### src/rtl/hvdb_pkg.sv
package hvdb_pkg;
    localparam int MSG_TYPE_LSB  = 27;
    localparam int MSG_TYPE_W    = 5;
    localparam int MSG_TYPE_HVDB = 5;
    localparam int TAG_W         = 20;
    localparam int OPERAND_W     = 64;

    typedef enum logic [1:0] {
        OP_SEND  = 2'b00,
        OP_CLEAR = 2'b01,
        OP_SYNC  = 2'b10,
        OP_NONE  = 2'b11
    } hvdb_op_e;

    typedef enum logic {
        ST_IDLE = 1'b0,
        ST_EXEC = 1'b1
    } hvdb_state_e;
endpackage

### src/rtl/hvdb_decode.sv
module hvdb_decode
    import hvdb_pkg::*;
(
    input  logic [OPERAND_W-1:0] operand_i,
    output logic                 type_ok_o,
    output logic [TAG_W-1:0]     tag_o
);
    logic [MSG_TYPE_W-1:0] msg_type;
    logic                  unused_bits;

    assign msg_type    = operand_i[MSG_TYPE_LSB +: MSG_TYPE_W];
    assign type_ok_o   = (msg_type == MSG_TYPE_W'(MSG_TYPE_HVDB));
    assign tag_o       = operand_i[TAG_W-1:0];
    assign unused_bits = ^{operand_i[OPERAND_W-1:MSG_TYPE_LSB+MSG_TYPE_W],
                           operand_i[MSG_TYPE_LSB-1:TAG_W]};
endmodule

### src/rtl/hvdb_match.sv
module hvdb_match
    import hvdb_pkg::*;
#(
    parameter int NUM_THREADS = 4
) (
    input  logic [NUM_THREADS*TAG_W-1:0] ids_i,
    input  logic [TAG_W-1:0]             tag_i,
    output logic [NUM_THREADS-1:0]       hit_o
);
    for (genvar g = 0; g < NUM_THREADS; g++) begin : g_cmp
        assign hit_o[g] = (ids_i[g*TAG_W +: TAG_W] == tag_i);
    end
endmodule

### src/rtl/hvdb_pending.sv
module hvdb_pending #(
    parameter int NUM_THREADS = 4
) (
    input  logic                   clk,
    input  logic                   rst_n,
    input  logic [NUM_THREADS-1:0] set_i,
    input  logic [NUM_THREADS-1:0] clr_i,
    input  logic [NUM_THREADS-1:0] ack_i,
    output logic [NUM_THREADS-1:0] pend_o
);
    always_ff @(posedge clk) begin
        if (!rst_n) begin
            pend_o <= '0;
        end else begin
            pend_o <= (pend_o & ~(clr_i | ack_i)) | set_i;
        end
    end

    for (genvar g = 0; g < NUM_THREADS; g++) begin : g_chk
        AST_SET_BEATS_ACK: assert property (@(posedge clk) disable iff (!rst_n)
            set_i[g] |=> pend_o[g]);
        AST_ACK_DROPS: assert property (@(posedge clk) disable iff (!rst_n)
            (ack_i[g] && !set_i[g]) |=> !pend_o[g]);
        AST_FLAG_HOLDS: assert property (@(posedge clk) disable iff (!rst_n)
            (!set_i[g] && !clr_i[g] && !ack_i[g]) |=> (pend_o[g] == $past(pend_o[g])));
    end
endmodule

### src/rtl/hv_doorbell_dispatch.sv
module hv_doorbell_dispatch
    import hvdb_pkg::*;
#(
    parameter int NUM_THREADS = 4,
    localparam int TIDX_W = (NUM_THREADS > 1) ? $clog2(NUM_THREADS) : 1
) (
    input  logic                         clk,
    input  logic                         rst_n,
    input  logic                         cmd_valid_i,
    output logic                         cmd_ready_o,
    input  logic [1:0]                   cmd_op_i,
    input  logic [OPERAND_W-1:0]         cmd_operand_i,
    input  logic [TIDX_W-1:0]            cmd_thread_i,
    input  logic                         cmd_hyp_i,
    input  logic [NUM_THREADS*TAG_W-1:0] thread_id_i,
    input  logic [NUM_THREADS-1:0]       irq_ack_i,
    output logic                         done_o,
    output logic                         fault_o,
    output logic [NUM_THREADS-1:0]       irq_o
);
    hvdb_state_e            state_q, state_d;
    hvdb_op_e               op_q;
    logic [OPERAND_W-1:0]   operand_q;
    logic [TIDX_W-1:0]      thread_q;
    logic                   hyp_q;

    logic                   type_ok;
    logic [TAG_W-1:0]       tag;
    logic [NUM_THREADS-1:0] hit;
    logic [NUM_THREADS-1:0] set_vec, clr_vec;
    logic                   needs_priv, cmd_fault, may_act;

    always_ff @(posedge clk) begin
        if (!rst_n) begin
            state_q   <= ST_IDLE;
            op_q      <= OP_NONE;
            operand_q <= '0;
            thread_q  <= '0;
            hyp_q     <= 1'b0;
        end else begin
            state_q <= state_d;
            if (state_q == ST_IDLE && cmd_valid_i) begin
                op_q      <= hvdb_op_e'(cmd_op_i);
                operand_q <= cmd_operand_i;
                thread_q  <= cmd_thread_i;
                hyp_q     <= cmd_hyp_i;
            end
        end
    end

    hvdb_decode u_decode (
        .operand_i (operand_q),
        .type_ok_o (type_ok),
        .tag_o     (tag)
    );

    hvdb_match #(.NUM_THREADS(NUM_THREADS)) u_match (
        .ids_i (thread_id_i),
        .tag_i (tag),
        .hit_o (hit)
    );

    assign needs_priv = (op_q != OP_NONE);
    assign cmd_fault  = needs_priv && !hyp_q;
    assign may_act    = (state_q == ST_EXEC) && !cmd_fault && type_ok;

    always_comb begin
        state_d     = state_q;
        cmd_ready_o = 1'b0;
        done_o      = 1'b0;
        fault_o     = 1'b0;
        set_vec     = '0;
        clr_vec     = '0;
        unique case (state_q)
            ST_IDLE: begin
                cmd_ready_o = 1'b1;
                if (cmd_valid_i) state_d = ST_EXEC;   // ACCEPT
            end
            ST_EXEC: begin
                done_o  = 1'b1;
                fault_o = cmd_fault;
                if (may_act && op_q == OP_SEND)  set_vec = hit;
                if (may_act && op_q == OP_CLEAR) clr_vec[thread_q] = 1'b1;
                state_d = ST_IDLE;                     // RETIRE
            end
            default: state_d = ST_IDLE;
        endcase
    end

    hvdb_pending #(.NUM_THREADS(NUM_THREADS)) u_pending (
        .clk    (clk),
        .rst_n  (rst_n),
        .set_i  (set_vec),
        .clr_i  (clr_vec),
        .ack_i  (irq_ack_i),
        .pend_o (irq_o)
    );

    AST_ACCEPT_TO_DONE: assert property (@(posedge clk) disable iff (!rst_n)
        (cmd_valid_i && cmd_ready_o) |=> done_o);
    AST_DONE_SINGLE: assert property (@(posedge clk) disable iff (!rst_n)
        done_o |=> !done_o);
    AST_BUSY_NOT_READY: assert property (@(posedge clk) disable iff (!rst_n)
        done_o |-> !cmd_ready_o);
    AST_FAULT_WITH_DONE: assert property (@(posedge clk) disable iff (!rst_n)
        fault_o |-> done_o);
    AST_FAULT_NO_CHANGE: assert property (@(posedge clk) disable iff (!rst_n)
        (done_o && fault_o && (irq_ack_i == '0)) |=> $stable(irq_o));
endmodule

### config.mk
export PLATFORM = sky130hd
export DESIGN_NAME = hv_doorbell_dispatch
export DESIGN_NICKNAME = d
export VERILOG_FILES = /design/src/rtl/hvdb_pkg.sv /design/src/rtl/hvdb_decode.sv /design/src/rtl/hvdb_match.sv /design/src/rtl/hvdb_pending.sv /design/src/rtl/hv_doorbell_dispatch.sv
export SDC_FILE = /design/constraint.sdc
export NUM_CORES = 1
export LEC_CHECK = 0
export BUFFER_PORTS_ARGS = -buffer_cell sky130_fd_sc_hd__buf_2
export CAP_MARGIN = 0
export CORE_MARGIN = 5
export CORE_UTILIZATION = 39
export DETAILED_ROUTE_END_ITERATION = 16
export GPL_TIMING_DRIVEN = 0
export HOLD_SLACK_MARGIN = 0.08
export PLACE_DENSITY = 0.78
export RECOVER_POWER = 50
export SETUP_SLACK_MARGIN = 0.4
export SLEW_MARGIN = 20
export SYNTH_ARGS = -nofsm -noshare
export SYNTH_HDL_FRONTEND = slang
export SYNTH_SLANG_ARGS = --single-unit
### constraint.sdc
create_clock -name clk -period 1 [get_ports clk]
set_input_delay 0.2 -clock clk [delete_from_list [all_inputs] [get_ports clk]]
set_output_delay 0.2 -clock clk [all_outputs]
set_load 0.03 [all_outputs]
# Yosys cells after proc, flatten, opt, wreduce, memory -nomap -nowiden
# Index checks and enable logic that the tools add are counted.
dict set report op_classes {
  n_eq_ne 7
  order_cmp 2
  reduce_logical 10
  bitwise 5
  muxes 11
}
# cell count
set ops {}
lappend ops {{== test 20 bit} 4}
lappend ops {{2-to-1 mux 4 bit} 4}
lappend ops {{OR 4 bit} 2}
lappend ops {{logical AND 1 bit} 7}
lappend ops {{== test 5 x 3 -> 1 bit (second input constant)} 1}
lappend ops {{2-to-1 mux 1 bit} 5}
lappend ops {{AND 4 bit} 1}
lappend ops {{inverter 4 bit} 1}
lappend ops {{< comparator 2 x 3 -> 1 bit (second input constant)} 1}
lappend ops {{demux 1 bit (select 2 bit)} 1}
lappend ops {{== test 2 x 1 -> 1 bit (second input constant)} 1}
lappend ops {{>= comparator 2 x 1 -> 1 bit (second input constant)} 1}
lappend ops {{zero test 1 bit} 2}
lappend ops {{zero test 2 bit} 1}
lappend ops {{inequality test 2 bit (second input constant)} 1}
lappend ops {{case mux 1 bit (2 select lines)} 1}
lappend ops {{inverter 1 bit} 1}
dict set report totals {
  output_inout_bits 7
  in_bits 156
  regBits 42
  wordCells 41
}

# Logic depth before layout (Yosys ltp)
dict set report logic_depth {
  depth_word 12
  depth_mapped 5
  ltp_nobuf 4
}

# Cells and area by module
# From an unflattened synthesis, not the netlist that was laid out.
dict set report hier_totals {
  hier_cells 466
  area_unflattened_um2 4172.8
}
# module instances area_each_um2 cells_each seq_area_each_um2
set by_module_without_submodules {}
lappend by_module_without_submodules {hv_doorbell_dispatch 1 2936.6 315 1401.3}
lappend by_module_without_submodules {hvdb_match 1 900.9 112 0.0}
lappend by_module_without_submodules {hvdb_pending 1 171.4 17 80.1}
lappend by_module_without_submodules {hvdb_decode 1 163.9 22 0.0}

# Worst setup path after synthesis
# No wires, ideal clock.
dict set report synth_timing {
  path_type {register to output}
  start {reg state_q}
  end {out fault_o}
  path_slack_ps -790
  arrival_ps 1590
  stages_incl_launch_ff 3
  required_ps 800
  path_buffers 0
  cell_sequence {dfxtp_1 inv_1 a211oi_1}
}
dict set report synth_via {
  elab_chain_cells 1
}
# item line
set synth_lines {}
lappend synth_lines {{from (decl)} hv_doorbell_dispatch.sv:21} ;# hvdb_state_e state_q, state_d;
lappend synth_lines {{from (signal assigned)} hv_doorbell_dispatch.sv:41} ;# state_q <= state_d;
lappend synth_lines {{2-to-1 mux 1 bit} hv_doorbell_dispatch.sv:74} ;# unique case (state_q)
lappend synth_lines {{to (decl)} hv_doorbell_dispatch.sv:18} ;# output logic fault_o,
# Every way passes these cells.

# Worst setup path in the final report
dict set report layout_timing {
  start {reg operand_q[14]}
  end {reg u_pending.pend_o[0]}
}
dict set report layout_via {
  elab_chain_cells 4
}
# item line
set layout_lines {}
lappend layout_lines {{from (decl)} hv_doorbell_dispatch.sv:23} ;# logic [OPERAND_W-1:0] operand_q;
lappend layout_lines {{from (signal assigned)} hv_doorbell_dispatch.sv:44} ;# operand_q <= cmd_operand_i;
lappend layout_lines {{== test 20 bit} hvdb_match.sv:11} ;# assign hit_o[g] = (ids_i[g*TAG_W +: TAG_W] == tag_i);
lappend layout_lines {{2-to-1 mux 4 bit} hv_doorbell_dispatch.sv:82} ;# if (may_act && op_q == OP_SEND) set_vec = hit;
lappend layout_lines {{2-to-1 mux 4 bit} hv_doorbell_dispatch.sv:74}
lappend layout_lines {{OR 4 bit} hvdb_pending.sv:15} ;# pend_o <= (pend_o & ~(clr_i | ack_i)) | set_i;
lappend layout_lines {{to (signal assigned)} hvdb_pending.sv:15}
lappend layout_lines {{to (decl)} hvdb_pending.sv:9} ;# output logic [NUM_THREADS-1:0] pend_o
# Every way passes these cells.
# A chain may end at the register's enable or synchronous reset.

==> reports/summary.log <==
INFO  global_routing grt_first_pass_wirelength=13000um
INFO  power_and_ir_drop worst_ir_drop_vdd=0.685mV
INFO  route          antenna_left=0
INFO  layout         layout.cells.non_filler=511
INFO  timing         fin_crit_sh=1.36
INFO  die            coreArea=6280um^2
INFO  setup_path     worst-setup-path-type=reg2reg
INFO  worst_hold_path hold_path.class=in2reg
INFO  power_and_ir_drop power.static_leakage=1.88nW
INFO  clock_network  path_clk_slew=70ps
INFO  die            die_h=89.8um
INFO  outcome        run_status=complete, but fails checks
INFO  global_routing grt_max_degree=11
INFO  die            io-pin-count=163
INFO  synth          syn-instance-count=288
INFO  synth          synth_top_cell_by_area=dfxtp_1
INFO  power_and_ir_drop total_power=3.91mW
INFO  synth          total_number_of_yosys_warnings=0
INFO  layout         num_antenna_cells=0
INFO  place          io_buffer_count=122
INFO  timing         setup_repair_after_global_routing_missed_its_margin=true
INFO  place          detailedPlacementHpwl=6500um
INFO  clock_network  cts_root_buffer=clkbuf_8
INFO  layout         area.growth.synth_to_final=54.6%
INFO  timing         post_route_hold_slack=140ps
INFO  setup_path     timing.critical_path.from_type=register
INFO  timing         final_hold_viol_count=0
INFO  global_routing grt_remaining_overflow=0
INFO  synth          ys_types=22
INFO  run            maxCapViolCount=0
INFO  clock_network  cts_max_level=2
INFO  global_routing global_route.usage.total=0.198
INFO  layout         layout.filler_cells=548
INFO  route          routed_wirelength=8420um
INFO  die            std_cell_rows=29
INFO  synth          synth_seq_cells=35
INFO  global_routing vias_in_the_first_global_route=2664
INFO  outcome        violated_checks=setup timing
INFO  place          placed_area=3210um^2
INFO  synth          synthesis.nets=444
INFO  timing         clock.fmax=738MHz
INFO  setup_path     path_cells=buf_6, buf_4, xor2_1, nor4_1, nand2_1, o21ai_1
INFO  place          cells_after_dpl=487
INFO  synth          syn-cell-area=2490um^2
INFO  power_and_ir_drop pwr_cell_area=1020nW/um^2
INFO  place          globalplace.congestion=0.827
INFO  die            die-width=89.8um
INFO  clock_network  clock_path_buffers=2
INFO  setup_path     critical_path.slowest_cell=dfxtp_2
INFO  setup_path     worst-endpoint-arrival=1560ps
INFO  timing         clock-skew-final=6.50ps
INFO  timing         layout_setup_ws=-355ps
INFO  timing         timing_worst_slew_pin_value=412ps
INFO  timing         post_layout_min_period=1360ps
INFO  synth          synth_top_cell_area_share=0.282
INFO  layout         final_standard_cell_utilization_of_the_core=0.612
INFO  layout         num-nets-final=589
INFO  route          detail_route.iter0.violations=43
INFO  clock_network  clock_insertion_delay_worst_skew=280ps
INFO  route          dr_total_vias=2493
INFO  layout         final_layout_size_suffix_gt1_frac=0.565
INFO  place          post-place-ws=-379ps
INFO  setup_path     crit_path_max_fanout=4
INFO  layout         final_common_cell=buf_2
INFO  layout         layout.cell_area.non_filler=3840um^2
INFO  timing         setup-tns-final=-5460ps
INFO  synth          netlist_top_cells_area=dfxtp_1, xor2_1, nand2_1, a21boi_0, nor4_2
INFO  synth          post_synthesis_sequential_area_ratio=0.282
INFO  clock_network  cts_tree=yes
INFO  route          drcViolationCount=0
INFO  global_routing initial_antenna_violation_count=0
INFO  layout         mostFrequentLayoutCells=buf_2, xor2_1, nand2_1
INFO  route          post_drt_via_cell_ratio=4.88
INFO  setup_path     critical_path_required=1200ps
INFO  timing         report.final.slew_viol_count=0
INFO  setup_path     timing.critical_path.to_type=register
INFO  timing         relSlewSlack=0.725
INFO  timing         finalSetupViolCount=38
INFO  clock_network  cts_made_buffers=5
INFO  clock_network  clock-sinks=35
INFO  die            initial_standard_cell_utilization_of_the_core=0.396
INFO  route          drtPass1Iterations=4
INFO  synth          syn_avg_cell_area=8.63um^2
INFO  route          detail_route.wl_per_cell=16.5um
INFO  setup_path     critical_path.max_stage_delay=320ps
INFO  die            die-area=8070um^2
-- logic make-up after synthesis --
group                     count (synthesis)  synth area share
DFF                                      35             0.282
xor gates and xnor gates                 80             0.282
AOI/OAI and AO/OA                        35            0.0996
and+or+nand+nor                         106             0.245
buffers and inverters                    32            0.0916
-- cell usage after synthesis --
library cell / instances
a211oi_1: 1
buf_2: 14
and4b_1: 1
buf_6: 12
inv_1: 2
a21boi_0: 28
dfxtp_1: 35
and4bb_1: 1
nor2_1: 2
nor4_1: 4
o21ai_1: 4
o21ai_0: 2
nand3_1: 2
nand4b_1: 2
nor4_2: 16
nor2b_1: 2
and2_1: 1
and4bb_2: 1
nand2_1: 67
xor2_1: 80
clkbuf_1: 4
nand4_1: 7
-- routing by layer --
metal  vias to the layer above  track usage  routed length (um)  share of wire
met1                      1149        0.245                3530           0.42
li1                       1231            -                   -              -
met3                        10       0.0526                 512          0.061
met4                         0       0.0441                 129          0.015
met5                         -            0                   0              0
met2                       103        0.341                4250           0.50
-- power by group --
| group | switching [mW] | internal [mW] | leakage [nW] |
|---|---|---|---|
| registers | 0.0429 | 1.47 | 0.294 |
| clock network | 0.488 | 0.629 | 0.0515 |
| logic | 0.646 | 0.635 | 1.53 |
-- worst max-delay path, delay by kind of cell, from the launching register on --
kind | cells | cell delay (ps)
XOR/XNOR | 1 | 150
flip-flops | 1 | 320
buffers and inverters | 2 | 260
AO/OA/AOI/OAI | 1 | 140
AND/OR/NAND/NOR | 2 | 420
-- sequential cells by signal, summed over array words and instances (netlist names) --
register / flops
op_q: 2
u_pending.pend_o: 4
hyp_q: 1
state_q: 1
operand_q: 25
thread_q: 2
-- worst paths after layout --
check,from,end,slack [ps],depth (start not counted)
worst min-delay path,cmd_op_i[1],op_q[1],140,3
worst max-delay path,operand_q[14],u_pending.pend_o[0],-360,6
worst min register to register,operand_q[31],operand_q[31],450,2
worst max register to register,operand_q[14],u_pending.pend_o[0],-360,6
-- repair_timing --
action	CTS	global route
gates resized for setup	95	54
gates cloned	5	0
pin swaps	24	37
buffers inserted	8	3
endpoints found under the setup margin	42	42
hold buffers	0	0
-- layout make-up --
cell class	instances	area, um^2	share of cell area
repair buffers	138	806	0.210
inverters	2	12.5	0.00326
well taps	77	96.3	0.0251
clock buffers	8	100	0.0261
flip-flops and latches	35	724	0.189
plain buffers	30	288	0.0749
multi-input cells	221	1820	0.472
(Power assumes the default switching activity.)
